File: config.mk
export PLATFORM = sky130hd
export DESIGN_NAME = manch_frame_tx
export DESIGN_NICKNAME = d
export VERILOG_FILES = /design/src/rtl/manch_tx_pkg.sv /design/src/rtl/mtx_frame_seq.sv /design/src/rtl/mtx_retime.sv /design/src/rtl/manch_frame_tx.sv
export SDC_FILE = /design/constraint.sdc
export NUM_CORES = 1
export LEC_CHECK = 0
export BUFFER_PORTS_ARGS = -buffer_cell sky130_fd_sc_hd__buf_2
export CAP_MARGIN = 10
export CORE_ASPECT_RATIO = 1.4
export CORE_MARGIN = 1.5
export CORE_UTILIZATION = 53
export DETAILED_ROUTE_END_ITERATION = 7
export GPL_ROUTABILITY_DRIVEN = 0
export PLACE_DENSITY_LB_ADDON = 0.08
export SLEW_MARGIN = 30
export SYNTH_ARGS = -nofsm -noshare
export SYNTH_HDL_FRONTEND = slang
export SYNTH_SLANG_ARGS = --single-unit
File: constraint.sdc
create_clock -name clk -period 2.2 [get_ports clk]
set_input_delay 0 -clock clk [delete_from_list [all_inputs] [get_ports clk]]
set_output_delay 0 -clock clk [all_outputs]
set_load 0.05 [all_outputs]
File: src/rtl/manch_tx_pkg.sv
package manch_tx_pkg;

    // Zero bit periods a receiver needs ahead of a marker to regain lock
    localparam int unsigned RESYNC_MIN = 18;

    typedef enum logic [1:0] {
        SEG_PRE,
        SEG_START,
        SEG_DATA
    } seg_e;

    // Bit value and half-bit phase travel together so they are retimed as a pair
    typedef struct packed {
        logic dat;
        logic phs;
    } pair_t;

    function automatic int unsigned frame_len(input int unsigned dw, input int unsigned pre);
        return pre + 1 + dw;
    endfunction

    function automatic seg_e seg_of(input int unsigned pos, input int unsigned pre);
        if (pos < pre)
            return SEG_PRE;
        else if (pos == pre)
            return SEG_START;
        else
            return SEG_DATA;
    endfunction

endpackage

File: src/rtl/mtx_frame_seq.sv
module mtx_frame_seq
    import manch_tx_pkg::*;
#(
    parameter int unsigned DATA_W    = 16,
    parameter int unsigned PRE_ZEROS = 31,
    parameter bit          HOLD_LAST = 1'b1
) (
    input  logic              clk,
    input  logic              rst,
    input  logic              tick_i,
    input  logic              smp_valid_i,
    input  logic [DATA_W-1:0] smp_data_i,
    output logic              smp_ready_o,
    output pair_t             pair_o
);
    localparam int unsigned FRAME = frame_len(DATA_W, PRE_ZEROS);
    localparam int unsigned POS_W = $clog2(FRAME);
    localparam int unsigned LAST  = FRAME - 1;

    logic [POS_W-1:0]  pos_q;
    logic              half_q;
    logic [DATA_W-1:0] shr_q;
    logic [DATA_W-1:0] refill;
    logic              at_end;
    logic              take;
    logic              cur_bit;
    seg_e              seg;

    assign seg         = seg_of(32'(pos_q), PRE_ZEROS);
    assign at_end      = half_q && (pos_q == POS_W'(LAST));
    assign smp_ready_o = tick_i && at_end;
    assign take        = smp_ready_o && smp_valid_i;

    always_comb begin
        case (seg)
            SEG_PRE:   cur_bit = 1'b0;
            SEG_START: cur_bit = 1'b1;
            default:   cur_bit = shr_q[DATA_W-1];
        endcase
    end

    assign pair_o = '{dat: cur_bit, phs: half_q};

    // Refill source when no new sample arrives at the boundary
    generate
        if (HOLD_LAST) begin : g_hold
            logic [DATA_W-1:0] last_q;
            always_ff @(posedge clk) begin
                if (rst)
                    last_q <= '0;
                else if (take)
                    last_q <= smp_data_i;
            end
            assign refill = last_q;
        end else begin : g_zero
            assign refill = '0;
        end
    endgenerate

    always_ff @(posedge clk) begin
        if (rst) begin
            pos_q  <= '0;
            half_q <= 1'b0;
            shr_q  <= '0;
        end else if (tick_i) begin
            half_q <= ~half_q;
            if (half_q) begin
                if (at_end) begin
                    pos_q <= '0;
                    shr_q <= take ? smp_data_i : refill;
                end else begin
                    pos_q <= pos_q + POS_W'(1);
                    if (seg == SEG_DATA)
                        shr_q <= shr_q << 1;
                end
            end
        end
    end

    // Run length of zero bit periods, kept for the resync check
    logic [7:0] zrun_q;
    always_ff @(posedge clk) begin
        if (rst)
            zrun_q <= '0;
        else if (tick_i && half_q)
            zrun_q <= cur_bit ? 8'd0 : ((zrun_q == 8'hFF) ? zrun_q : zrun_q + 8'd1);
    end

    a_r8_zero_run: assert property (@(posedge clk) disable iff (rst)
        (tick_i && !half_q && seg == SEG_START) |-> (zrun_q >= 8'(RESYNC_MIN)));

    a_r1_pos_step: assert property (@(posedge clk) disable iff (rst)
        (tick_i && half_q && !at_end) |=> (pos_q == $past(pos_q) + POS_W'(1)));

    a_r5_wrap: assert property (@(posedge clk) disable iff (rst)
        smp_ready_o |=> (pos_q == '0 && !half_q));

    a_r9_stall: assert property (@(posedge clk) disable iff (rst)
        !tick_i |=> ($stable(pos_q) && $stable(half_q) && $stable(shr_q)));

endmodule

File: src/rtl/mtx_retime.sv
module mtx_retime
    import manch_tx_pkg::*;
(
    input  logic  clk,
    input  logic  rst,
    input  logic  tick_i,
    input  pair_t pair_i,
    output logic  line_o
);
    pair_t pair_q;
    logic  line_q;
    logic  seen_q;

    // Bit and phase are captured on one edge, then the XOR is registered
    always_ff @(posedge clk) begin
        if (rst) begin
            pair_q <= '0;
            line_q <= 1'b0;
            seen_q <= 1'b0;
        end else begin
            if (tick_i) begin
                pair_q <= pair_i;
                seen_q <= 1'b1;
            end
            line_q <= pair_q.dat ^ pair_q.phs;
        end
    end

    assign line_o = line_q;

    a_r3_phase_alt: assert property (@(posedge clk) disable iff (rst)
        (tick_i && seen_q) |-> (pair_i.phs != pair_q.phs));

    a_r3_bit_held: assert property (@(posedge clk) disable iff (rst)
        (tick_i && seen_q && pair_i.phs) |-> (pair_i.dat == pair_q.dat));

    a_r4_line_hold: assert property (@(posedge clk) disable iff (rst)
        (!tick_i && !$past(tick_i)) |=> $stable(line_q));

endmodule

File: src/rtl/manch_frame_tx.sv
module manch_frame_tx
    import manch_tx_pkg::*;
#(
    parameter int unsigned DATA_W    = 16,
    parameter int unsigned PRE_ZEROS = 31,
    parameter bit          HOLD_LAST = 1'b1
) (
    input  logic              clk,
    input  logic              rst,
    input  logic              tick_i,
    input  logic              smp_valid_i,
    input  logic [DATA_W-1:0] smp_data_i,
    output logic              smp_ready_o,
    output logic              line_o
);
    pair_t pair;

    mtx_frame_seq #(
        .DATA_W   (DATA_W),
        .PRE_ZEROS(PRE_ZEROS),
        .HOLD_LAST(HOLD_LAST)
    ) seq_i (
        .clk        (clk),
        .rst        (rst),
        .tick_i     (tick_i),
        .smp_valid_i(smp_valid_i),
        .smp_data_i (smp_data_i),
        .smp_ready_o(smp_ready_o),
        .pair_o     (pair)
    );

    mtx_retime rt_i (
        .clk   (clk),
        .rst   (rst),
        .tick_i(tick_i),
        .pair_i(pair),
        .line_o(line_o)
    );

endmodule

### Word-level counts from Yosys, hierarchy flattened

Cells that the tools add are included.

* input port bits: 20
* register bits after elaboration: 42
* logic and storage cells: 29
* output and inout port bits: 2

* add/subtract/negate cells: 1
* equality and inequality tests: 4
* mux-type cells: 7
* order comparisons: 1
* bitwise gates (word level): 2
* reduce and logical (&&, ||, !) cells: 7

Operators by type and width (number)
* $mux 16: 3
* $add 6x1->6 const B: 1
* $eq 6x5->1 const B: 1
* $eq 6x6->1 const B: 1
* $lt 6x5->1 const B: 1
* $mux 6: 1
* $mux 2: 2
* $logic_and 1x1->1: 3
* $reduce_and 3->1: 1
* $eq 2x1->1 const B: 1
* $eq 2x2->1 const B: 1
* $logic_not 2->1: 1
* $pmux 1 s2: 1
* $reduce_and 2->1: 1
* $reduce_bool 2->1: 1
* $not 1->1: 1
* $xor 1x1->1: 1

### Logic depth before layout (Yosys ltp)

* depth in word-level cells: 6
* depth in mapped cells: 7
* mapped depth without buffers: 5

### Cells and area by module

A second synthesis with hierarchy kept.

* cells, all modules: 258
* area, all modules: 2228.4 sq um

By module, submodules not included
* mtx_frame_seq: cells each 249, area each 2128.3 sq um, times used 1
* mtx_retime: cells each 9, area each 100.1 sq um, times used 1

### Worst setup path before layout

Ideal clock, no wire load.

* path type: register -> register
* start point: register seq_i.pos_q[0]
* end point: register seq_i.pos_q[0]
* cell stages (with the launch flop): 6
* setup slack: -30 ps
* library setup time: 115 ps
* clock period less this slack: 2230 ps
* data arrival time: 2115 ps
* data required time: 2085 ps
* cell sequence: dfxtp_1 > ha_1 > nand3_1 > nor3_1 > or2_2 > nor2_1

* longest elaborated chain between the ends: 3

RTL lines
* start: declaration: RTL line mtx_frame_seq.sv:20 `logic [POS_W-1:0] pos_q;`
* start signal: assignment: RTL line mtx_frame_seq.sv:72 `pos_q <= pos_q + POS_W'(1);`
* parallel branches: the longest is 2 deep, another holds $add 6x1->6
* $mux 6 (*): RTL line mtx_frame_seq.sv:68 `if (at_end) begin`

Every way passes the cells marked *.
A chain may end at the register's enable or synchronous reset.

### Worst setup path after layout

* start point: register seq_i.pos_q[0]
* end point: register seq_i.shr_q[12]

* longest elaborated chain between the ends: 6

RTL lines
* parallel branches: the longest is 6 deep, another holds $lt 6x5->1
* end signal: assignment: RTL line mtx_frame_seq.sv:70 `shr_q <= take ? smp_data_i : refill;`
* end signal: assignment: RTL line mtx_frame_seq.sv:74 `shr_q <= shr_q << 1;`
* end: declaration: RTL line mtx_frame_seq.sv:22 `logic [DATA_W-1:0] shr_q;`

Several ways; the timed one is not identified.

==> run metrics <==
Total Routed Length=4.07 mm; slew at the pin with the worst max-slew slack=0.741 ns; cell breakdown of the critical path=ha_1 > and3_1 > and3_1 > nor2_1 > o31ai_2; synthesis warning total=0; Required @ worst endpoint=approximately 2.4 ns; first-pass GRT wire length=6.67 mm; areal power density over the cells=between 500 and 600 nW/um^2; Post-Layout Inst Area=about 2300 sq um; Final setup viols=0; cells taking the most area after synthesis=sky130_fd_sc_hd__dfxtp_1 43%, sky130_fd_sc_hd__nand2_1 9.9%, sky130_fd_sc_hd__a221oi_2 7.7%; largest net degree at the start of global routing=27; result of the run=complete, no violations; Seq. cell area=841 sq um; CP endpoint kind=register; Iteration-0 DRC Markers=34; I/O pin cnt=22; switching power of the nets=0.000301 W; share of synthesized area spent on multiplexers=0.516%; post-synthesis cell area=1940 sq um; most repeated library cell on the critical path=sky130_fd_sc_hd__and3_1; critical path startpoint=seq_i.pos_q[0]$_SDFFE_PP0P_; Max Buffers Root-to-Sink=2; IR drop worst, VDD=545 uV; router iterations before antenna repair=4; top post-synthesis cells by count=51 x sky130_fd_sc_hd__nand2_1, 42 x sky130_fd_sc_hd__dfxtp_1, 25 x sky130_fd_sc_hd__nor2_1; top routing layer used=met4; number of antenna violations at the first check in global routing=0; top cell family by delay on the critical path=simple AND/OR/NAND/NOR gates; leftover overflow at the end of global routing=0; total of buffers placed on input and output ports=21; count of cell types in the netlist=33; complex-gate fraction of the synthesized area=24.4%; met3 wire len=138 um; floorplan die width=54.1 um; wire length per cell=~14 um; worst setup path class=register to register; via count of the first global-routing pass=1563; share of synthesized cell area in full adder, half adder and majority cells=0.645%; master of the slowest instance on the critical path=sky130_fd_sc_hd__and3_1; Tot GR Track Use=around 23%; total setup buffers inserted after CTS=0; Leak Pwr=around 0.85 nW; number of max-slew violations in the final report=0; total design power=0.00137 W; top-area cell type share of the netlist area=between 40% and 50%; reg-to-reg endpoint=seq_i.shr_q[12]$_SDFFE_PP0P_; combinational share of power=between 6 and 7%; Post-Route Utilization=around 66%; area enclosed by the die boundary=4040 sq um; total via count after detailed routing=1634; total core area=3440 sq um; Hold WC Path Type=primary input to register; sum of net half-perimeters after detailed placement=2.78 mm; Synth Area per Inst=8.94 sq um; Max Clock Freq=560 MHz; Bufs and invs on worst path=0; met1 layer wirelength in the final routing=around 1.8 mm; Crit path arrival time=about 2.0 ns; post-synthesis sequential area ratio=about 43%; crit path to=seq_i.shr_q[12]$_SDFFE_PP0P_; count of fill cells added during filler insertion=about 320; multi-input combinational cell area=slightly below 1000 sq um; share of synthesized cell area in and, or, nand and nor gates=22.0%; number of design rule violations left after detail routing=0; Crit Path Max Fanout=15; count of endpoints failing hold in the final timing report=0; standard-cell row count=25; post-cts gate resize count=0; Net Count, Synth=between 200 and 250; minimum period implied by the final worst setup slack=1.79 ns; later-pin clock latency in the skew report=0.29 ns; combinational family with the most area after synthesis=compound AO/OA/AOI/OAI gates; internal portion of total power=between 0.001 and 0.0015 W; Worst R2R Start=seq_i.pos_q[0]$_SDFFE_PP0P_; met2 wire len=2.09 mm; top-count cell post-synth=sky130_fd_sc_hd__nand2_1; Most used DFF post-synth=sky130_fd_sc_hd__dfxtp_1; share of flip-flops with an asynchronous set or reset after synthesis=0%; type of element launching the critical path=register; DP Area=2020 sq um; Num CTS Buffers=5; total negative slack=0 ns; fraction of final layout cells with drive strength greater than 1=between 20% and 30%; Gate Count Post-Synth=217; Reg power frac=56.7%; flop2flop setup slack=0.41 ns; root buffer cell=sky130_fd_sc_hd__clkbuf_8; RSZ-0062 raised after global routing=no; CTS tree=done; number of levels the H-tree was split into=2; sw frac=22.1%; library cell occupying the most area in the post-synthesis netlist=sky130_fd_sc_hd__dfxtp_1; flops & latches, synth=42; detailed-route vias per instance=5.63; area delta synth->final=17.7%; number of clock sinks=42; highest cell delay on the worst timing path=around 0.54 ns; Diodes inserted=0; Final Cycle Share=slightly above 80%; stages on the worst setup path=5; number of cells traversed by the worst register-to-register path=5; xor-xnor portion of the synthesized cell area=under 10%; EDFF count, synth=0; maximum capacitance violations=0; proportion of power drawn by the clock network=37.0%; worst rel slew slack=50.6%; antenna violation net count after detailed routing=0; DIE HEIGHT=74.6 um; clock-pin transition on the worst setup and hold timing paths=0.08 ns; post-route clock skew=0.00583 ns; initial core utilization=56.4%; Nets=270
[worst min-delay path by stage]
| stage | from | to | slack [ns] | cells after the start |
|---|---|---|---|---|
| 2_1_floorplan | smp_data_i[0] | seq_i.g_hold.last_q[0]$_SDFF_PP0_ | 0.14 | 2 |
| 3_3_place_gp | smp_data_i[3] | seq_i.g_hold.last_q[3]$_SDFF_PP0_ | 0.26 | 3 |
| 3_5_place_dp | smp_data_i[1] | seq_i.g_hold.last_q[1]$_SDFF_PP0_ | 0.27 | 3 |
| 4_1_cts | rst | rt_i.line_o$_SDFF_PP0_ | 0.14 | 2 |
| 5_1_grt | rst | seq_i.half_q$_SDFFE_PP0P_ | 0.17 | 2 |
| 6_report | rst | rt_i.line_o$_SDFF_PP0_ | 0.14 | 2 |
[layout make-up]
| cell class | instances | share of cell area [%] |
|---|---|---|
| Multi-Input combinational cell | 157 | 43.3 |
| Clock inverter | 1 | 0.219 |
| Clock buffer | 7 | 3.78 |
| Tap cell | 40 | 2.19 |
| Timing Repair Buffer | 43 | 13.7 |
| Sequential cell | 42 | 36.8 |
[what timing repair did]
action                                  in CTS  in global routing
hold buffers                                17                  0
hold endpoints to repair                    17                  0
endpoints found under the setup margin       0                  0
[power by group through the flow]
stage	combinational, W	clock, W	sequential [W]
after floorplan	0.0000316	0	0.000794
after global placement	0.0000609	0	0.000791
after detailed placement	0.0000630	0	0.000792
after CTS	0.0000861	0.000515	0.000774
after global routing	0.0000950	0.000546	0.000775
final	0.0000857	0.000505	0.000774
[through the flow]
stage | setup slack (ns) | hold WS [ns] | instances
6_report | 0.415 | 0.137 | 290
5_1_grt | 0.298 | 0.166 | 290
4_1_cts | 0.413 | 0.138 | 290
3_5_place_dp | 0.436 | 0.265 | 265
3_3_place_gp | 0.520 | 0.260 | 265
2_1_floorplan | 0.445 | 0.140 | 217
[worst register-to-register path, stage by stage (launching register included)]
cell	delay, ns
sky130_fd_sc_hd__dfxtp_1	0.40
sky130_fd_sc_hd__ha_1	0.21
sky130_fd_sc_hd__and3_1	0.23
sky130_fd_sc_hd__and3_1	0.54
sky130_fd_sc_hd__nor2_1	0.12
sky130_fd_sc_hd__o31ai_2	0.20
[kinds of logic (layout without fill, tap and decap cells)]
family / Yosys count / count (layout)
AOI/OAI and AO/OA: 52 / 52
xor gates and xnor gates: 7 / 7
adders and majority gates: 1 / 1
buffers and inverters: 18 / 51
DFF: 42 / 42
muxes: 1 / 1
and+or+nand+nor: 96 / 96
[sequential cells by signal, indices dropped and copies added, names as in the netlist]
name	cells
seq_i.shr_q	16
seq_i.g_hold.last_q	16
rt_i.pair_q	2
seq_i.half_q	1
seq_i.pos_q	6
rt_i.line_o	1
[routing by layer]
| layer | global-route usage (%) | vias to the layer above |
|---|---|---|
| li1 | - | 819 |
| met1 | 26.3 | 778 |
| met2 | 39.0 | 30 |
| met3 | 4.82 | 7 |
| met4 | 11.7 | 0 |
| met5 | 0 | - |
[layout by cell type, fill, tap and decap left out, types with 6 or more instances in the layout]
master,synthesis,final
sky130_fd_sc_hd__clkbuf_8,0,6
sky130_fd_sc_hd__a21oi_1,20,20
sky130_fd_sc_hd__nand2_1,51,51
sky130_fd_sc_hd__dlygate4sd3_1,0,17
sky130_fd_sc_hd__o31ai_2,10,10
sky130_fd_sc_hd__a221oi_2,10,10
sky130_fd_sc_hd__dfxtp_1,42,42
sky130_fd_sc_hd__buf_2,8,21
sky130_fd_sc_hd__nor2_1,25,25
(Power assumes the default switching activity.)
